### config.mk
export PLATFORM = sky130hd
export DESIGN_NAME = sbus_read_ctrl
export DESIGN_NICKNAME = d
export VERILOG_FILES = /design/src/rtl/sbus_pkg.sv /design/src/rtl/sbus_tseq.sv /design/src/rtl/sbus_hold.sv /design/src/rtl/sbus_read_ctrl.sv
export SDC_FILE = /design/constraint.sdc
export NUM_CORES = 1
export LEC_CHECK = 0
export BUFFER_PORTS_ARGS = -buffer_cell sky130_fd_sc_hd__buf_2
export CAP_MARGIN = 10
export CORE_ASPECT_RATIO = 1.1
export CORE_MARGIN = 2
export CORE_UTILIZATION = 43
export DETAILED_ROUTE_END_ITERATION = 12
export PLACE_DENSITY = 0.75
export SYNTH_ARGS = -nofsm -noshare
export SYNTH_HDL_FRONTEND = slang
export SYNTH_SLANG_ARGS = --single-unit
### constraint.sdc
create_clock -name clk_i -period 1.6 [get_ports clk_i]
set_clock_uncertainty 0.1 [all_clocks]
set_input_delay 0.4 -clock clk_i [delete_from_list [all_inputs] [get_ports clk_i]]
set_output_delay 0.4 -clock clk_i [all_outputs]
set_load 0.05 [all_outputs]
### src/rtl/sbus_pkg.sv
package sbus_pkg;
  typedef enum logic [2:0] {
    ST_IDLE,
    ST_ADDR,
    ST_STROBE,
    ST_WAIT,
    ST_END
  } tstate_e;
endpackage

### src/rtl/sbus_tseq.sv
module sbus_tseq
  import sbus_pkg::*;
#(
  parameter int MAX_WAIT = 4
) (
  input  logic    clk_i,
  input  logic    rst_ni,
  input  logic    req_i,
  input  logic    ready_i,
  output tstate_e state_o,
  output logic    accept_o,
  output logic    capture_o,
  output logic    expired_o
);
  localparam int WCW = $clog2(MAX_WAIT + 1);

  tstate_e       state_q, state_d;
  logic [WCW-1:0] wcnt_q, wcnt_d;
  logic          to_q, to_d;
  logic          at_limit;

  assign at_limit = (wcnt_q == WCW'(MAX_WAIT));

  always_comb begin
    state_d   = state_q;
    wcnt_d    = wcnt_q;
    to_d      = to_q;
    accept_o  = 1'b0;
    capture_o = 1'b0;
    unique case (state_q)
      ST_IDLE: if (req_i) begin
        accept_o = 1'b1;
        to_d     = 1'b0;
        state_d  = ST_ADDR;
      end
      ST_ADDR: state_d = ST_STROBE;
      ST_STROBE: begin
        if (ready_i) begin
          capture_o = 1'b1;
          state_d   = ST_END;
        end else begin
          wcnt_d  = WCW'(1);
          state_d = ST_WAIT;
        end
      end
      ST_WAIT: begin
        if (ready_i) begin
          capture_o = 1'b1;
          state_d   = ST_END;
        end else if (at_limit) begin
          to_d    = 1'b1;
          state_d = ST_END;
        end else begin
          wcnt_d = wcnt_q + WCW'(1);
        end
      end
      ST_END: state_d = ST_IDLE;
      default: state_d = ST_IDLE;
    endcase
  end

  always_ff @(posedge clk_i or negedge rst_ni) begin
    if (!rst_ni) begin
      state_q <= ST_IDLE;
      wcnt_q  <= '0;
      to_q    <= 1'b0;
    end else begin
      state_q <= state_d;
      wcnt_q  <= wcnt_d;
      to_q    <= to_d;
    end
  end

  assign state_o   = state_q;
  assign expired_o = to_q;


  wait_bound_chk: assert property (@(posedge clk_i) disable iff (!rst_ni)
    (state_q == ST_WAIT && !ready_i && at_limit) |=> (state_q == ST_END && to_q));
endmodule

### src/rtl/sbus_hold.sv
module sbus_hold #(
  parameter int ADDR_W = 16,
  parameter int DATA_W = 8
) (
  input  logic              clk_i,
  input  logic              rst_ni,
  input  logic              load_i,
  input  logic [ADDR_W-1:0] addr_i,
  input  logic              capture_i,
  input  logic [DATA_W-1:0] data_i,
  output logic [ADDR_W-1:0] addr_o,
  output logic [DATA_W-1:0] data_o
);
  always_ff @(posedge clk_i or negedge rst_ni) begin
    if (!rst_ni) begin
      addr_o <= '0;
      data_o <= '0;
    end else begin
      if (load_i)    addr_o <= addr_i;
      if (capture_i) data_o <= data_i;
    end
  end
endmodule

### src/rtl/sbus_read_ctrl.sv
module sbus_read_ctrl
  import sbus_pkg::*;
#(
  parameter int ADDR_W   = 16,
  parameter int DATA_W   = 8,
  parameter int MAX_WAIT = 4
) (
  input  logic              clk_i,
  input  logic              rst_ni,
  input  logic              req_i,
  input  logic [ADDR_W-1:0] addr_i,
  output logic              busy_o,
  output logic [ADDR_W-1:0] bus_addr_o,
  output logic              bus_addr_oe_o,
  output logic              bus_rd_o,
  input  logic [DATA_W-1:0] bus_data_i,
  input  logic              bus_ready_i,
  output logic [DATA_W-1:0] data_o,
  output logic              done_o,
  output logic              timeout_o
);
  tstate_e           state;
  logic              accept, capture, expired;
  logic [ADDR_W-1:0] addr_q;

  sbus_tseq #(.MAX_WAIT(MAX_WAIT)) u_tseq (
    .clk_i     (clk_i),
    .rst_ni    (rst_ni),
    .req_i     (req_i),
    .ready_i   (bus_ready_i),
    .state_o   (state),
    .accept_o  (accept),
    .capture_o (capture),
    .expired_o (expired)
  );

  sbus_hold #(.ADDR_W(ADDR_W), .DATA_W(DATA_W)) u_hold (
    .clk_i     (clk_i),
    .rst_ni    (rst_ni),
    .load_i    (accept),
    .addr_i    (addr_i),
    .capture_i (capture),
    .data_i    (bus_data_i),
    .addr_o    (addr_q),
    .data_o    (data_o)
  );

  assign bus_addr_oe_o = (state == ST_ADDR) || (state == ST_STROBE) || (state == ST_WAIT);
  assign bus_rd_o      = (state == ST_STROBE) || (state == ST_WAIT);
  assign bus_addr_o    = bus_addr_oe_o ? addr_q : '0;
  assign busy_o        = (state != ST_IDLE);
  assign done_o        = (state == ST_END) && !expired;
  assign timeout_o     = (state == ST_END) && expired;


  addr_before_rd_chk: assert property (@(posedge clk_i) disable iff (!rst_ni)
    $rose(bus_addr_oe_o) |-> !bus_rd_o);

  rd_has_addr_chk: assert property (@(posedge clk_i) disable iff (!rst_ni)
    bus_rd_o |-> bus_addr_oe_o);

  wait_hold_chk: assert property (@(posedge clk_i) disable iff (!rst_ni)
    (bus_rd_o && !bus_ready_i) |=> (timeout_o || (bus_rd_o && $stable(bus_addr_o))));

  ready_done_chk: assert property (@(posedge clk_i) disable iff (!rst_ni)
    (bus_rd_o && bus_ready_i) |=> (done_o && !bus_rd_o && data_o == $past(bus_data_i)));

  done_pulse_chk: assert property (@(posedge clk_i) disable iff (!rst_ni)
    done_o |=> !done_o);

  timeout_keep_chk: assert property (@(posedge clk_i) disable iff (!rst_ni)
    timeout_o |-> (!done_o && $stable(data_o)));
endmodule

==> results.tsv <==
metric	value	unit
root cell of the clock tree	sky130_fd_sc_hd__clkbuf_4	
kind of end point of the critical path	output port	
routability congestion estimate from global placement	0.793	
Die Ht	64.3	microns
launching element type of the critical path	flip-flop	
post-detailed-placement cell area	1870	sq um
clk_lat worst skew	0.32	ns
number of buffers created by CTS	5	
number of instances in the synthesized netlist	106	
number of ports placed on the die boundary	57	
gr usage total	0.191	
count of nets after finishing	220	
Cell Rows	21	
area overhead of the layout relative to synthesis	67.8	%
final core utilization	0.768	
achievable frequency	0.526	GHz
input/output buffers	56	
maximum number of pins on one net before global-route repair	32	
failing checks	design-rule violations, negative setup slack	
status	finished with violations	
final hold violation count	0	
initial standard-cell utilization of the core	0.458	
GRT Residual Overflow	0	
clock-pin transition on the worst setup and hold timing paths	0.10	ns
total of flip-flops plus latches after synthesis	31	
final critical-path required period	1.90	ns
Worst Hold Margin	0.201	ns
Hold/Removal Path Class	input port to flip-flop	
final wirelength	3580	microns
vias	1146	
via count of the first global-routing pass	1192	
actual slew at the worst max-slew pin	0.404	ns
antenna-violating nets left	0	
die area	3780	sq um
layout cells sized above 1	0.733	
HPWL after detailed placement	2180	microns
sequential-to-total area share from yosys stat	0.546	
Arr. time, crit path	1.40	ns
warning count from the yosys run	0	
# DRC	5	
Pins Over Slew Limit	0	
Longest Clk Path Bufs	2	
fill cell total of the finished layout	185	
post-synthesis area per instance	13.4	sq um
standard cell core area	3100	sq um
WL per Instance	15.9	microns
setup TNS after final layout	-9.98	ns
synthesized area	1420	sq um
Sink Count	31	
final worst-path setup slack	-0.302	ns
area of all placed cells without fillers	2380	sq um
iteration-0 DRC count of the detailed router	43	
antenna violations before repair	0	
data required time at the worst endpoint	1.10	ns
first-pass iteration count of the detailed router	10	
Worst slew margin	0.731	
# H-tree levels	2	
crit share post-route	1.19	
number of unique standard cell types used by synthesis	26	
MaxCap Viol Count	0	
global-route wire length before repair	5400	microns
number of nets produced by synthesis	136	
crit path kind	flip-flop to output port	
chip width	58.8	microns
number of vias per cell after detailed routing	5.09	
Setup Viol. Count Final	39	
largest driver fanout on the critical path	7	
Ant. Diodes	0	
CTS tree	yes	
setup repair after global routing missed its margin	true	
[worst paths after layout]
check,start,to,slack (ns),depth (start not counted)
max reg2reg,u_tseq.state_o[0],u_hold.addr_o[5],-0.27,6
min in group asynchronous,rst_ni,u_hold.addr_o[0],0.55,3
min reg2reg,u_hold.data_o[5],u_hold.data_o[5],0.41,1
max,u_tseq.state_o[1],bus_addr_o[3],-0.30,5
max in group asynchronous,rst_ni,u_tseq.state_o[2],0.54,3
min,bus_data_i[6],u_hold.data_o[6],0.20,2
[routing by layer]
layer,GRT usage,share of wire
met3,0.0567,0.060
met1,0.212,0.37
met2,0.349,0.56
met4,0.0455,0.0070
met5,0,0
[state kept, by name, indices dropped and copies added, names as in the netlist]
register,flops
u_tseq.expired_o,1
u_hold.data_o,8
u_hold.addr_o,16
u_tseq.state_o,3
u_tseq.wcnt_q,3
[layout by cell type (no fill, tap or decap), drive strengths merged, types with 2 or more instances in the layout]
| master | count |
|---|---|
| a21oi | 4 |
| a31oi | 2 |
| and2 | 16 |
| and3 | 2 |
| buf | 77 |
| clkbuf | 7 |
| dfrtp | 31 |
| ha | 2 |
| inv | 5 |
| mux2 | 24 |
| nand2 | 2 |
| nor2 | 3 |
| o21ai | 2 |
[worst max-delay path: stages (launching register included)]
cell,delay [ns]
sky130_fd_sc_hd__dfrtp_1,0.44
sky130_fd_sc_hd__nor2_4,0.06
sky130_fd_sc_hd__nor2_4,0.14
sky130_fd_sc_hd__buf_6,0.15
sky130_fd_sc_hd__and2_4,0.15
sky130_fd_sc_hd__buf_8,0.14
[logic make-up (layout without fill, tap and decap cells)]
kind of cell    Yosys count  count (layout)  synth area share
flops                    31              31             0.546
simple gates             30              30             0.143
mux                      24              24             0.211
compound gates           12              12            0.0520
buf+inv                   7              92            0.0300
fa+ha+maj                 2               2            0.0176
[cells in the mapped netlist]
cell type / number / area (sq um)
sky130_fd_sc_hd__and3_2: 2 / 15.0
sky130_fd_sc_hd__o22ai_1: 1 / 6.26
sky130_fd_sc_hd__buf_12: 1 / 20.0
sky130_fd_sc_hd__mux2_4: 8 / 120
sky130_fd_sc_hd__dfrtp_1: 31 / 776
sky130_fd_sc_hd__ha_1: 2 / 25.0
sky130_fd_sc_hd__and2b_2: 1 / 8.76
sky130_fd_sc_hd__a31o_2: 1 / 8.76
sky130_fd_sc_hd__inv_1: 5 / 18.8
sky130_fd_sc_hd__nand4_1: 1 / 6.26
sky130_fd_sc_hd__clkbuf_1: 1 / 3.75
sky130_fd_sc_hd__nor2_8: 1 / 20.0
sky130_fd_sc_hd__nor3b_1: 1 / 7.51
sky130_fd_sc_hd__or3b_2: 1 / 8.76
sky130_fd_sc_hd__a21oi_1: 4 / 20.0
sky130_fd_sc_hd__a31oi_1: 2 / 12.5
sky130_fd_sc_hd__or3_4: 1 / 11.3
sky130_fd_sc_hd__o21ai_0: 2 / 10.0
sky130_fd_sc_hd__nor3_1: 1 / 5.00
sky130_fd_sc_hd__o21a_1: 1 / 7.51
sky130_fd_sc_hd__and2_1: 16 / 100
sky130_fd_sc_hd__nand2_1: 2 / 7.51
sky130_fd_sc_hd__nor2_1: 2 / 7.51
sky130_fd_sc_hd__mux2_2: 16 / 180
sky130_fd_sc_hd__a21o_2: 1 / 8.76
sky130_fd_sc_hd__nand3_1: 1 / 5.00
[final cells by class]
cell class / count / area, sq um / area share
clock buffer: 6 / 51.3 / 0.0215
clock inverter: 2 / 35.0 / 0.0147
inverter: 5 / 18.8 / 0.00788
multi-input combinational: 68 / 716 / 0.300
sequential: 31 / 777 / 0.326
tap: 34 / 42.5 / 0.0179
timing repair buffer: 79 / 742 / 0.311
[stage by stage]
step                      worst slack (ns)  cells
after detailed placement           -0.0833    207
final                               -0.302    225
after floorplan                     -0.162    106
after global placement             -0.0431    207
after global routing                -0.372    225
after CTS                           -0.319    221
[timing repair]
action,CTS,global route
setup endpoints to repair,39,49
endpoints found under the hold margin,31,0
pin swaps,20,3
hold buffers,1,0
setup buffers,4,4
gates cloned,1,1
resized for setup,84,16
Power is not shown: default switching activity piles up to over one toggle a cycle in this logic, so the estimate is an artifact.
